File: src/rtl/fringe_pkg.sv
// Shared types for the fringe-windowed bitmap store.
package fringe_pkg;

    // Outcome of one offered update against the current window.
    typedef enum logic [1:0] {
        UPD_IDLE  = 2'd0,  // nothing accepted this cycle
        UPD_BELOW = 2'd1,  // run below the offset: implied set, ignored
        UPD_STORE = 2'd2,  // run inside the window: set a bit
        UPD_DROP  = 2'd3   // run above the window: truncation event
    } upd_kind_e;

endpackage

File: src/rtl/fringe_classify.sv
// Classifies an accepted update against the shared offset.
// Assumes WIN_W < 2**RUN_W, so a window position fits in the run width.
module fringe_classify
    import fringe_pkg::*;
#(
    parameter int RUN_W = 5,
    parameter int WIN_W = 12,
    parameter int POS_W = 4
) (
    input  logic             take,
    input  logic [RUN_W-1:0] run,
    input  logic [RUN_W-1:0] base,
    output upd_kind_e        kind,
    output logic [POS_W-1:0] pos
);
    localparam logic [RUN_W:0] WIN_L = (RUN_W+1)'(WIN_W);

    logic [RUN_W-1:0] rel;

    // Relative position and the class of the update.
    always_comb begin
        rel = run - base;
        pos = rel[POS_W-1:0];
        if (!take)
            kind = UPD_IDLE;
        else if (run < base)
            kind = UPD_BELOW;
        else if ({1'b0, rel} >= WIN_L)
            kind = UPD_DROP;
        else
            kind = UPD_STORE;
    end
endmodule

File: src/rtl/fringe_bank.sv
// Window storage: one WIN_W-bit window per bucket.
// A step shifts every window right by one; a write sets one bit.
// Assumes step and write never fall in the same cycle (the top stalls writes).
module fringe_bank #(
    parameter int NUM_MAPS = 16,
    parameter int WIN_W    = 12,
    parameter int IDX_W    = 4,
    parameter int POS_W    = 4
) (
    input  logic                      clk,
    input  logic                      rst_n,
    input  logic                      clear,
    input  logic                      step,
    input  logic                      wr_en,
    input  logic [IDX_W-1:0]          wr_idx,
    input  logic [POS_W-1:0]          wr_pos,
    output logic [NUM_MAPS*WIN_W-1:0] maps_flat,
    output logic [NUM_MAPS-1:0]       bottom_col,
    output logic [NUM_MAPS-1:0]       next_col
);
    for (genvar g = 0; g < NUM_MAPS; g++) begin : g_map
        logic [WIN_W-1:0] win;

        // Hold, clear, slide or set one bucket window.
        always_ff @(posedge clk) begin
            if (!rst_n || clear)
                win <= '0;
            else if (step)
                win <= win >> 1;
            else if (wr_en && wr_idx == IDX_W'(g))
                win[wr_pos] <= 1'b1;
        end

        assign maps_flat[g*WIN_W +: WIN_W] = win;
        assign bottom_col[g] = win[0];
        assign next_col[g]   = win[1];
    end
endmodule

File: src/rtl/fringe_colcount.sv
// Counts the set bits of one bit column across all buckets.
module fringe_colcount #(
    parameter int N     = 16,
    parameter int CNT_W = 5
) (
    input  logic [N-1:0]     col,
    output logic [CNT_W-1:0] cnt
);
    // Plain adder chain; the tool balances it.
    always_comb begin
        cnt = '0;
        for (int i = 0; i < N; i++)
            cnt = cnt + CNT_W'(col[i]);
    end
endmodule

File: src/rtl/fringe_lowzero.sv
// Index of the lowest clear bit of a window, WIN_W when the window is full.
module fringe_lowzero #(
    parameter int WIN_W = 12,
    parameter int LZ_W  = 4
) (
    input  logic [WIN_W-1:0] win,
    output logic [LZ_W-1:0]  lz
);
    // Scan from the top so the lowest clear bit wins.
    always_comb begin
        lz = LZ_W'(WIN_W);
        for (int i = WIN_W - 1; i >= 0; i--)
            if (!win[i])
                lz = LZ_W'(i);
    end
endmodule

File: src/rtl/fringe_scan.sv
// Estimate sequencer: one bucket per cycle, adds offset plus lowest zero.
// Assumes NUM_MAPS >= 2. A step during a scan keeps each bucket term unchanged,
// because a step needs bit 0 set, so the lowest zero drops by one as the offset rises.
module fringe_scan #(
    parameter int NUM_MAPS = 16,
    parameter int WIN_W    = 12,
    parameter int RUN_W    = 5,
    parameter int IDX_W    = 4,
    parameter int LZ_W     = 4,
    parameter int SUM_W    = 10
) (
    input  logic                      clk,
    input  logic                      rst_n,
    input  logic                      clear,
    input  logic                      start,
    input  logic [NUM_MAPS*WIN_W-1:0] maps_flat,
    input  logic [RUN_W-1:0]          base,
    output logic                      busy,
    output logic                      done,
    output logic [SUM_W-1:0]          sum
);
    localparam logic [IDX_W-1:0] LAST = IDX_W'(NUM_MAPS - 1);

    logic [IDX_W-1:0] idx;
    logic [SUM_W-1:0] acc;
    logic [WIN_W-1:0] cur;
    logic [LZ_W-1:0]  lz;
    logic [RUN_W:0]   term;

    assign cur  = maps_flat[idx*WIN_W +: WIN_W];
    assign term = {1'b0, base} + (RUN_W+1)'(lz);

    fringe_lowzero #(.WIN_W(WIN_W), .LZ_W(LZ_W)) u_lz (
        .win (cur),
        .lz  (lz)
    );

    // Walk the buckets and accumulate their terms.
    always_ff @(posedge clk) begin
        if (!rst_n || clear) begin
            busy <= 1'b0;
            done <= 1'b0;
            idx  <= '0;
            acc  <= '0;
            sum  <= '0;
        end else begin
            done <= 1'b0;
            if (busy) begin
                acc <= acc + SUM_W'(term);
                if (idx == LAST) begin
                    busy <= 1'b0;
                    done <= 1'b1;
                    sum  <= acc + SUM_W'(term);
                end else begin
                    idx <= idx + 1'b1;
                end
            end else if (start) begin
                busy <= 1'b1;
                idx  <= '0;
                acc  <= '0;
            end
        end
    end
endmodule

File: src/rtl/fringe_sketch_store.sv
// Top: fringe-windowed bitmap store with shared offset, truncation
// counting, left-truncation window steps and an estimate scan.
// Assumes WIN_W >= 2, WIN_W < FULL_W, NUM_MAPS >= 2, FULL_W a power of two.
module fringe_sketch_store
    import fringe_pkg::*;
#(
    parameter int NUM_MAPS = 16,
    parameter int WIN_W    = 12,
    parameter int FULL_W   = 32,
    parameter int TRUNC_W  = 16,
    localparam int IDX_W   = $clog2(NUM_MAPS),
    localparam int RUN_W   = $clog2(FULL_W),
    localparam int SUM_W   = $clog2(NUM_MAPS * FULL_W + 1)
) (
    input  logic               clk,
    input  logic               rst_n,
    input  logic               clear,
    input  logic               upd_valid,
    input  logic [IDX_W-1:0]   upd_idx,
    input  logic [RUN_W-1:0]   upd_run,
    output logic               upd_ready,
    input  logic               est_start,
    output logic               est_busy,
    output logic               est_done,
    output logic [SUM_W-1:0]   est_sum,
    output logic [RUN_W-1:0]   offset,
    output logic [TRUNC_W-1:0] trunc_count
);
    localparam int POS_W = $clog2(WIN_W);
    localparam int LZ_W  = $clog2(WIN_W + 1);
    localparam int CNT_W = $clog2(NUM_MAPS + 1);
    localparam logic [RUN_W-1:0] MAX_OFF  = RUN_W'(FULL_W - WIN_W);
    localparam logic [CNT_W-1:0] FULL_CNT = CNT_W'(NUM_MAPS);

    upd_kind_e                 kind;
    logic [POS_W-1:0]          pos;
    logic                      step;
    logic                      take;
    logic [CNT_W-1:0]          pop;
    logic [CNT_W-1:0]          next_cnt;
    logic [NUM_MAPS*WIN_W-1:0] maps_flat;
    logic [NUM_MAPS-1:0]       bottom_col;
    logic [NUM_MAPS-1:0]       next_col;

    // A step is pending when every bottom bit is set and there is room to slide.
    assign step      = !clear && (pop == FULL_CNT) && (offset < MAX_OFF);
    assign upd_ready = !step;
    assign take      = upd_valid && upd_ready && !clear;

    fringe_classify #(.RUN_W(RUN_W), .WIN_W(WIN_W), .POS_W(POS_W)) u_cls (
        .take (take),
        .run  (upd_run),
        .base (offset),
        .kind (kind),
        .pos  (pos)
    );

    fringe_bank #(
        .NUM_MAPS (NUM_MAPS),
        .WIN_W    (WIN_W),
        .IDX_W    (IDX_W),
        .POS_W    (POS_W)
    ) u_bank (
        .clk        (clk),
        .rst_n      (rst_n),
        .clear      (clear),
        .step       (step),
        .wr_en      (kind == UPD_STORE),
        .wr_idx     (upd_idx),
        .wr_pos     (pos),
        .maps_flat  (maps_flat),
        .bottom_col (bottom_col),
        .next_col   (next_col)
    );

    fringe_colcount #(.N(NUM_MAPS), .CNT_W(CNT_W)) u_cnt (
        .col (next_col),
        .cnt (next_cnt)
    );

    // Population of set bottom bits: +1 on a fresh bottom write, reload on a step.
    always_ff @(posedge clk) begin
        if (!rst_n || clear)
            pop <= '0;
        else if (step)
            pop <= next_cnt;
        else if (kind == UPD_STORE && pos == '0 && !bottom_col[upd_idx])
            pop <= pop + 1'b1;
    end

    // Shared offset advances by one on each step.
    always_ff @(posedge clk) begin
        if (!rst_n || clear)
            offset <= '0;
        else if (step)
            offset <= offset + 1'b1;
    end

    // Saturating truncation-event counter.
    always_ff @(posedge clk) begin
        if (!rst_n || clear)
            trunc_count <= '0;
        else if (kind == UPD_DROP && trunc_count != '1)
            trunc_count <= trunc_count + 1'b1;
    end

    fringe_scan #(
        .NUM_MAPS (NUM_MAPS),
        .WIN_W    (WIN_W),
        .RUN_W    (RUN_W),
        .IDX_W    (IDX_W),
        .LZ_W     (LZ_W),
        .SUM_W    (SUM_W)
    ) u_scan (
        .clk       (clk),
        .rst_n     (rst_n),
        .clear     (clear),
        .start     (est_start),
        .maps_flat (maps_flat),
        .base      (offset),
        .busy      (est_busy),
        .done      (est_done),
        .sum       (est_sum)
    );
endmodule

File: config.mk
export PLATFORM = sky130hd
export DESIGN_NAME = fringe_sketch_store
export DESIGN_NICKNAME = d
export VERILOG_FILES = /design/src/rtl/fringe_pkg.sv /design/src/rtl/fringe_classify.sv /design/src/rtl/fringe_bank.sv /design/src/rtl/fringe_colcount.sv /design/src/rtl/fringe_lowzero.sv /design/src/rtl/fringe_scan.sv /design/src/rtl/fringe_sketch_store.sv
export SDC_FILE = /design/constraint.sdc
export NUM_CORES = 1
export LEC_CHECK = 0
export BUFFER_PORTS_ARGS = -buffer_cell sky130_fd_sc_hd__buf_2
export CORE_MARGIN = 2
export CORE_UTILIZATION = 45
export DETAILED_ROUTE_END_ITERATION = 7
export GPL_TIMING_DRIVEN = 0
export PLACE_DENSITY_LB_ADDON = 0.15
export SYNTH_ARGS = -nofsm -noshare
export SYNTH_HDL_FRONTEND = slang
export SYNTH_SLANG_ARGS = --single-unit
File: constraint.sdc
create_clock -name clk -period 4.4 [get_ports clk]
set_clock_uncertainty 0.1 [all_clocks]
set_input_delay 0.22 -clock clk [delete_from_list [all_inputs] [get_ports clk]]
set_output_delay 0.22 -clock clk [all_outputs]
set_load 0.005 [all_outputs]
==> results of run 1 <==
==> cells in the mapped netlist, types with 4 or more instances <==
library cell	n
a211oi_1	5
a21o_1	7
a21oi_1	239
a22oi_1	5
a31oi_1	4
and2_1	4
and3_1	4
buf_2	25
buf_4	4
clkbuf_1	92
dfxtp_1	244
fa_1	16
ha_1	21
inv_1	36
mux2i_1	7
mux4_2	58
nand2_1	48
nand2b_1	4
nand3_1	12
nand4_1	23
nor2_1	58
nor2b_1	13
nor3b_1	9
nor4_1	5
o21ai_0	9
o221a_1	10
o221a_2	166
o31ai_1	8
or4_1	8
xnor2_1	13
xor2_1	8
==> flip-flops by register name, summed over array words and instances, names as in the netlist <==
name	cells
u_bank.g_map.win	192
u_scan.acc	10
offset	5
u_scan.idx	4
pop	5
u_scan.busy	1
u_scan.sum	10
trunc_count	16
u_scan.done	1
==> routing by layer <==
| layer | global-route usage [%] | routed length [µm] | up-vias |
|---|---|---|---|
| li1 | - | - | 4928 |
| met1 | 42.0 | 18800 | 5494 |
| met2 | 45.2 | 18800 | 571 |
| met3 | 6.12 | 3900 | 121 |
| met4 | 12.2 | 1960 | 0 |
| met5 | 0 | 0 | - |
==> cell type report <==
class | instances | area (µm²) | area share, %
inverter | 36 | 135 | 0.942
multi-input combinational | 805 | 6940 | 48.4
buffer | 126 | 637 | 4.44
tap | 341 | 427 | 2.97
clock inverter | 5 | 100 | 0.697
sequential | 244 | 4890 | 34.0
clock buffer | 47 | 863 | 6.02
timing repair buffer | 63 | 363 | 2.53
==> repair_timing <==
| action | 4_1_cts | 5_1_grt |
|---|---|---|
| buffers inserted | 13 | 4 |
| resized for setup | 42 | 5 |
| pin swaps | 13 | 10 |
| setup endpoints to repair | 16 | 10 |
| hold endpoints to repair | 4 | 0 |
| hold buffers | 2 | 0 |
==> worst reg2reg max path, delay by kind of cell (launching register included) <==
kind | cells | cell delay (ns)
compound gates | 6 | 0.73
xor+xnor | 1 | 0.15
fa+ha+maj | 3 | 0.99
buf+inv | 3 | 0.45
flops | 1 | 0.35
mux | 2 | 1.14
simple gates | 3 | 0.43
==> cells in the final DEF, fill, tap and decap left out, types with 4 or more instances in the layout <==
| cell type | netlist | layout |
|---|---|---|
| a21oi_1 | 239 | 235 |
| buf_6 | 3 | 7 |
| buf_4 | 4 | 20 |
| mux2i_1 | 7 | 7 |
| nor4_1 | 5 | 5 |
| a21oi_2 | 1 | 5 |
| o31ai_1 | 8 | 8 |
| nand2_1 | 48 | 46 |
| nor3b_1 | 9 | 9 |
| fa_1 | 16 | 15 |
| o221a_2 | 166 | 166 |
| o21ai_0 | 9 | 8 |
| dfxtp_1 | 244 | 243 |
| nor2b_1 | 13 | 13 |
| and2_1 | 4 | 4 |
| xor2_1 | 8 | 7 |
| ha_1 | 21 | 20 |
| nand2b_1 | 4 | 4 |
| clkbuf_16 | 0 | 29 |
| nor2_1 | 58 | 58 |
| a21o_1 | 7 | 7 |
| buf_2 | 25 | 62 |
| inv_1 | 36 | 36 |
| xnor2_1 | 13 | 12 |
| clkbuf_8 | 0 | 7 |
| a211oi_1 | 5 | 4 |
| nand3_1 | 12 | 12 |
| clkbuf_1 | 92 | 102 |
| o221a_1 | 10 | 10 |
| nand4_1 | 23 | 23 |
| mux4_2 | 58 | 58 |
| or4_1 | 8 | 8 |
| a22oi_1 | 5 | 4 |
| and3_1 | 4 | 4 |
==> logic make-up (layout without fill, tap and decap cells) <==
logic type               count (synthesis)  after routing  share of synthesized area, %
AND/OR/NAND/NOR                        204            204                          8.41
buffers and inverters                  162            277                          5.45
XOR/XNOR                                21             21                          1.48
multiplexers                            67             67                          11.4
adder cells (fa/ha/maj)                 37             37                          4.69
AO/OA/AOI/OAI                          476            476                          29.3
flip-flops                             244            244                          39.3
==> how the worst max path moves through the flow <==
stage | end | slack, ns | cells after the start
after floorplan | u_scan.acc[9] | 0.005 | 18
after global placement | u_scan.acc[9] | -1.12 | 20
after detailed placement | u_scan.acc[9] | -1.10 | 20
after CTS | u_scan.acc[9] | -0.06 | 18
after global routing | u_scan.acc[9] | -0.26 | 20
final | u_scan.sum[7] | -0.08 | 18
==> report_power, final <==
part | switching [mW] | total (mW) | internal (mW) | leakage, nW
sequential | 0.00111 | 2.21 | 2.21 | 1.96
combinational | 0.150 | 0.203 | 0.0527 | 2.46
clock | 0.950 | 2.45 | 1.50 | 0.471
total | 1.10 | 4.87 | 3.76 | 4.90
==> through the flow <==
step / hold WS, ns / cell area [µm²] / util, % / setup WS (ns)
6_report: 0.0444 / 14400 / 53.1 / -0.0839
5_1_grt: 0.0716 / 14400 / 53.1 / -0.259
4_1_cts: 0.0233 / 14300 / 52.9 / -0.0586
3_5_place_dp: 0.343 / 13100 / 48.4 / -1.10
3_3_place_gp: 0.342 / 13100 / 48.4 / -1.12
2_1_floorplan: 0.336 / 12400 / - / 0.00453
==> results.py, run 1 <==
metrics = {
    "status": {
        "status": "finished with violations",
        "violations": "DRC, capacitance limit, slew limit, setup timing",
    },
    "detailed_routing": {
        "ant_nets": 0,
        "wl_per_cell_um": 26.0,
        "drc_errors": 1,
        "drt_wl_total_um": 43400,
        "viasPerCell": 6.67,
        "dr.pass1.iters": 7,
        "routed-via-count": 11100,
        "drtIter0Drc": 1211,
    },
    "synth": {
        "synth_nets": 1262,
        "synthArstFlopShare_pct": 0,
        "netlist_top_cells_area": "dfxtp_1 39%, o221a_2 15%, mux4_2 11%",
        "synth-seq-cells": 244,
        "synth_cell_types": 60,
        "yosysWarnings": 0,
        "postSynthCellCount": 1211,
        "syn_area_um2": 12400,
        "synth_edf_count": 0,
        "yosysTopAreaCell": "dfxtp_1",
        "ys_seq_area_share_pct": 39.3,
        "yosys.area.top_type_share_pct": 39.3,
        "avgSynthCellArea_um2": 10.3,
        "synth_flop_cell": "dfxtp_1",
    },
    "timing": {
        "drv_slew": 8,
        "fmax_ghz": 0.223,
        "layout_setup_ws_ns": -0.0839,
        "tightest_slew_ns": 1.54,
        "slew_headroom_pct": -3.26,
        "final_hold_viol_count": 0,
        "setup_viol": 5,
        "period_share_pct": 102,
        "fin_setup_tns_ns": -0.307,
        "timing.final.crit_period_ns": 4.48,
        "rsz0062_at_grt": "true",
    },
    "global_routing": {
        "grt_use_total_pct": 29.9,
        "grt_pass1_wl_um": 65800,
        "grt_remaining_overflow": 0,
        "antenna_found_initial": 0,
        "grt_pass1_vias": 10400,
        "grt_max_degree": 14,
    },
    "layout": {
        "nets": 1355,
        "instances_no_fill": 1667,
        "layout-drive-gt1-share_pct": 29.1,
        "diodes": 0,
        "syn_to_final_growth_pct": 15.5,
        "n_fill_cell": 2463,
    },
    "clock_tree": {
        "htreeDepth": 1,
        "cts.sink_count": 244,
        "clk_transition_reported_paths_ns": 0.06,
        "clockRootBuffer": "clkbuf_16",
        "cts_tree": "built",
        "clock_path_buffers": 3,
        "cts_buffers": 28,
        "worstSkewPairLatency_ns": 0.54,
    },
    "floorplan": {
        "rows": 60,
        "core_area_um2": 27000,
        "die_area_um2": 29000,
        "die_h_um": 170,
        "die-width_um": 170,
        "io_pins": 48,
        "start_util_pct": 46.0,
    },
    "worst_setup_path": {
        "slowest_delay_ns": 0.57,
        "crit_slowest_cell": "mux4_2",
        "endpoint_kind": "flop",
        "regToRegSetupSlack_ns": -0.08,
        "critical_path.cell_chain": "buf_6 -> buf_12 -> mux4_2 -> mux4_2 -> nand2_2 -> a21oi_2 -> or2_1 -> a31oi_4 -> fa_1 -> ha_2 -> fa_2 -> a21o_1 -> a21oi_2 -> nor2b_1 -> o21ai_2 -> buf_4 -> xor2_2 -> a211oi_1",
        "worstPathRequired_ns": 4.70,
        "cp_max_fo": 8,
        "ff2ff_path_depth": 18,
        "critPathLaunch": "u_scan.idx[0]",
        "worst-path-buf-inv": 3,
        "critPathKind": "flop to flop",
        "timing.rr.end": "u_scan.sum[7]",
        "cp-start-kind": "flop",
        "timing.rr.start": "u_scan.idx[0]",
        "arrival_ns": 4.79,
        "cpLargestDelayFamily": "multiplexers",
    },
    "place": {
        "post-dp-hpwl_um": 31100,
        "dpl.cell_count": 1598,
        "gp_congestion": 0.990,
        "port-buffer-count": 46,
    },
    "power": {
        "power_mw": 4.87,
        "power_density_nw_per_um2": 339,
        "p_leak_nw": 4.90,
        "ir_worst_vdd_mv": 0.209,
    },
    "worst_hold_path": {
        "hold_path_end": "u_scan.acc[9]",
        "hold_depth": 2,
        "hp-class": "input port to flop",
        "min_from": "est_start",
    },
    "job": {
        "drv_cap": 1,
    },
}
Note: power is estimated with default switching activity, not from simulation.
==> run 2: changes to the inputs <==
Settings changed: SKIP_LAST_GASP from default to 1, SYNTH_HIERARCHICAL from default to 1.
==> run 2 against run 1 <==
Cell area is 9.5% higher. Sequential power about the same. Die area is 9.2% higher. The run ends with capacitance limit, setup timing left. Maximum frequency rose by 0.44%. Synthesized cell count up 7.9%. Highest routed layer unchanged. Final cell count rose by 9.2%. Total power fell by 0.77%. Sequential share of layout area is 2.9 points lower.
==> results.py, run 2 <==
metrics = {
    "job": {
        "drv_cap": 1,
    },
    "timing": {
        "drv_slew": 0,
        "layout_setup_ws_ns": -0.0642,
        "period_share_pct": 101,
        "slew_headroom_pct": 0.812,
        "final_hold_viol_count": 0,
        "rsz0062_at_grt": "true",
        "fmax_ghz": 0.224,
        "tightest_slew_ns": 1.47,
        "whs_ns": 0.0779,
        "fin_setup_tns_ns": -0.207,
        "timing.final.crit_period_ns": 4.46,
        "setup_viol": 5,
    },
    "detailed_routing": {
        "ant_nets": 0,
        "drtIter0Drc": 1075,
        "viasPerCell": 6.27,
        "drt_wl_total_um": 46200,
        "drc_errors": 0,
        "dr.pass1.iters": 5,
        "routed-via-count": 11400,
        "wl_per_cell_um": 25.4,
    },
    "layout": {
        "diodes": 0,
        "n_fill_cell": 2667,
        "nets": 1461,
        "final_cell_mix": "243 x dfxtp_1, 192 x mux2i_1, 131 x o22ai_1, 97 x nand2_1, 77 x buf_2",
        "syn_to_final_growth_pct": 15.5,
        "ff_latch_area_um2": 4890,
        "reg_top3": "u_bank/g_map.win x192, trunc_count x16",
        "layout-drive-gt1-share_pct": 23.7,
        "regMostFlops": "u_bank/g_map.win",
        "final_common_cell": "dfxtp_1",
        "multi_input_comb_area_um2": 7890,
        "largest_reg_flops": 192,
    },
    "synth": {
        "avgSynthCellArea_um2": 10.4,
        "synth_cell_types": 73,
        "synth_flop_cell": "dfxtp_1",
        "yosysWarnings": 6,
        "netlist_top_cells_area": "dfxtp_1 36%, mux2i_1 14%, o22ai_1 6.0%",
        "synth-seq-cells": 244,
        "synthArstFlopShare_pct": 0,
        "postSynthCellCount": 1307,
        "syn_area_um2": 13600,
        "yosysTopAreaCell": "dfxtp_1",
        "yosys.area.top_type_share_pct": 35.9,
        "synth_nets": 1358,
        "ys_seq_area_share_pct": 35.9,
        "yosysMostFrequentCell": "dfxtp_1",
        "synth_edf_count": 0,
        "netlist_top_cells_count": "244 x dfxtp_1, 193 x mux2i_1, 131 x o22ai_1",
    },
    "clock_tree": {
        "cts.sink_count": 244,
        "worstSkewPairLatency_ns": 0.56,
        "clk_transition_reported_paths_ns": 0.06,
        "clockRootBuffer": "clkbuf_16",
        "cts_buffers": 28,
        "htreeDepth": 1,
        "clock_path_buffers": 3,
        "cts_tree": "built",
    },
    "power": {
        "power_mw": 4.83,
        "power_density_nw_per_um2": 307,
        "p_leak_nw": 5.20,
        "ir_worst_vdd_mv": 0.341,
    },
    "place": {
        "port-buffer-count": 47,
        "gp_congestion": 0.993,
        "post-dp-hpwl_um": 33400,
        "dp_slack_ns": -0.665,
    },
    "floorplan": {
        "io_pins": 48,
        "die_h_um": 178,
        "die_area_um2": 31600,
        "core_area_um2": 29700,
        "die-width_um": 178,
        "start_util_pct": 45.8,
        "rows": 63,
    },
    "status": {
        "status": "finished with violations",
        "violations": "capacitance limit, setup timing",
    },
    "worst_setup_path": {
        "regToRegSetupSlack_ns": -0.06,
        "arrival_ns": 4.83,
        "endpoint_kind": "flop",
        "critPathKind": "flop to flop",
        "worst-path-buf-inv": 4,
        "cp-start-kind": "flop",
        "worstPathRequired_ns": 4.77,
        "cpLargestDelayFamily": "compound AO/OA/AOI/OAI gates",
        "slowest_delay_ns": 0.60,
        "critical_path.cell_chain": "buf_12 -> buf_12 -> buf_4 -> mux4_1 -> nor2b_1 -> a211oi_2 -> a21oi_2 -> a41oi_1 -> nor2_2 -> fa_2 -> ha_1 -> a21o_1 -> a2111oi_4 -> buf_4 -> xnor2_1 -> nand2_1 -> a21oi_1",
        "crit_slowest_cell": "mux4_1",
        "cp_max_fo": 6,
    },
    "global_routing": {
        "grt_pass1_wl_um": 68100,
        "grt_remaining_overflow": 0,
        "grt_use_total_pct": 28.9,
        "grt_pass1_vias": 10900,
        "grt_max_degree": 14,
        "antenna_found_initial": 0,
    },
    "worst_hold_path": {
        "hp-class": "input port to flop",
    },
}
[run 2: cell count changes in the layout (fill, tap and decap cells not counted), sizes merged, moves of 16 or more]
cell	previous run	this run
mux2i	7	193
o221a	176	0
buf	95	161
clkbuf	139	83
a211oi	6	22
nand2	48	97
a21oi	240	40
o22ai	2	176
[run 2: worst register-to-register path: cells and delay by family, from the launching register on]
family,cells,cell delay [ns]
AOI/OAI and AO/OA,6,1.52
muxes,1,0.60
xor gates and xnor gates,1,0.11
and+or+nand+nor,3,0.35
DFF,1,0.36
adders and majority gates,2,0.82
buffers and inverters,4,0.53
[run 2: cell type report]
| class | instances | area share [%] |
|---|---|---|
| Sequential cell | 244 | 31.1 |
| Clock buffer | 37 | 5.07 |
| Multi-Input combinational cell | 879 | 50.3 |
| Clock inverter | 13 | 0.908 |
| Inverter | 48 | 1.15 |
| Buffer | 136 | 5.37 |
| Tap cell | 390 | 3.11 |
| Timing Repair Buffer | 73 | 3.03 |
[run 2: logic make-up (layout without fill, tap and decap cells)]
logic type	after synthesis	in the layout	share of synthesized area [%]
compound gates	306	306	17.1
xor+xnor	28	28	1.80
fa+ha+maj	37	37	4.29
buf+inv	184	307	7.19
flops	244	244	35.9
mux	244	244	23.3
simple gates	264	264	10.4
[run 2: through the flow]
stage / instances / cell area, µm² / utilization [%]
finish: 1820 / 15700 / 52.9
global route: 1820 / 15700 / 52.9
CTS: 1805 / 15400 / 52.0
detailed placement: 1744 / 14300 / 48.2
global placement: 1744 / 14300 / 48.2
floorplan: 1307 / 13600 / -
[run 2: power by group]
group          leakage, nW  switching [mW]  total, mW  internal, mW
logic                 2.77           0.162      0.232        0.0702
clock network        0.469           0.948       2.38          1.44
registers             1.97         0.00166       2.21          2.21
total                 5.20            1.11       4.83          3.72
[run 2: path summary, 6_finish.rpt]
path	startpoint	end	depth (start not counted)
worst max-delay path	u_scan/idx[0]	u_scan/sum[6]	17
worst min-delay path	clear	pop[1]	3
worst max register to register	u_scan/idx[0]	u_scan/sum[6]	17
worst min register to register	u_scan/sum[5]	u_scan/sum[5]	2
[run 2: repair_timing]
action / in CTS / in global routing
endpoints found under the hold margin: 2 / 0
setup buffers: 9 / 14
cloned: 0 / 1
setup endpoints to repair: 16 / 192
pin swaps: 8 / 28
resized for setup: 29 / 41
hold buffers: 2 / 0
[run 2: routing by layer]
metal / share of wire [%] / track usage, % / up-vias
met5: 0 / 0 / -
met2: 44 / 44.4 / 593
li1: - / - / 5108
met3: 8.6 / 4.43 / 138
met4: 4.9 / 12.7 / 0
met1: 43 / 40.2 / 5581
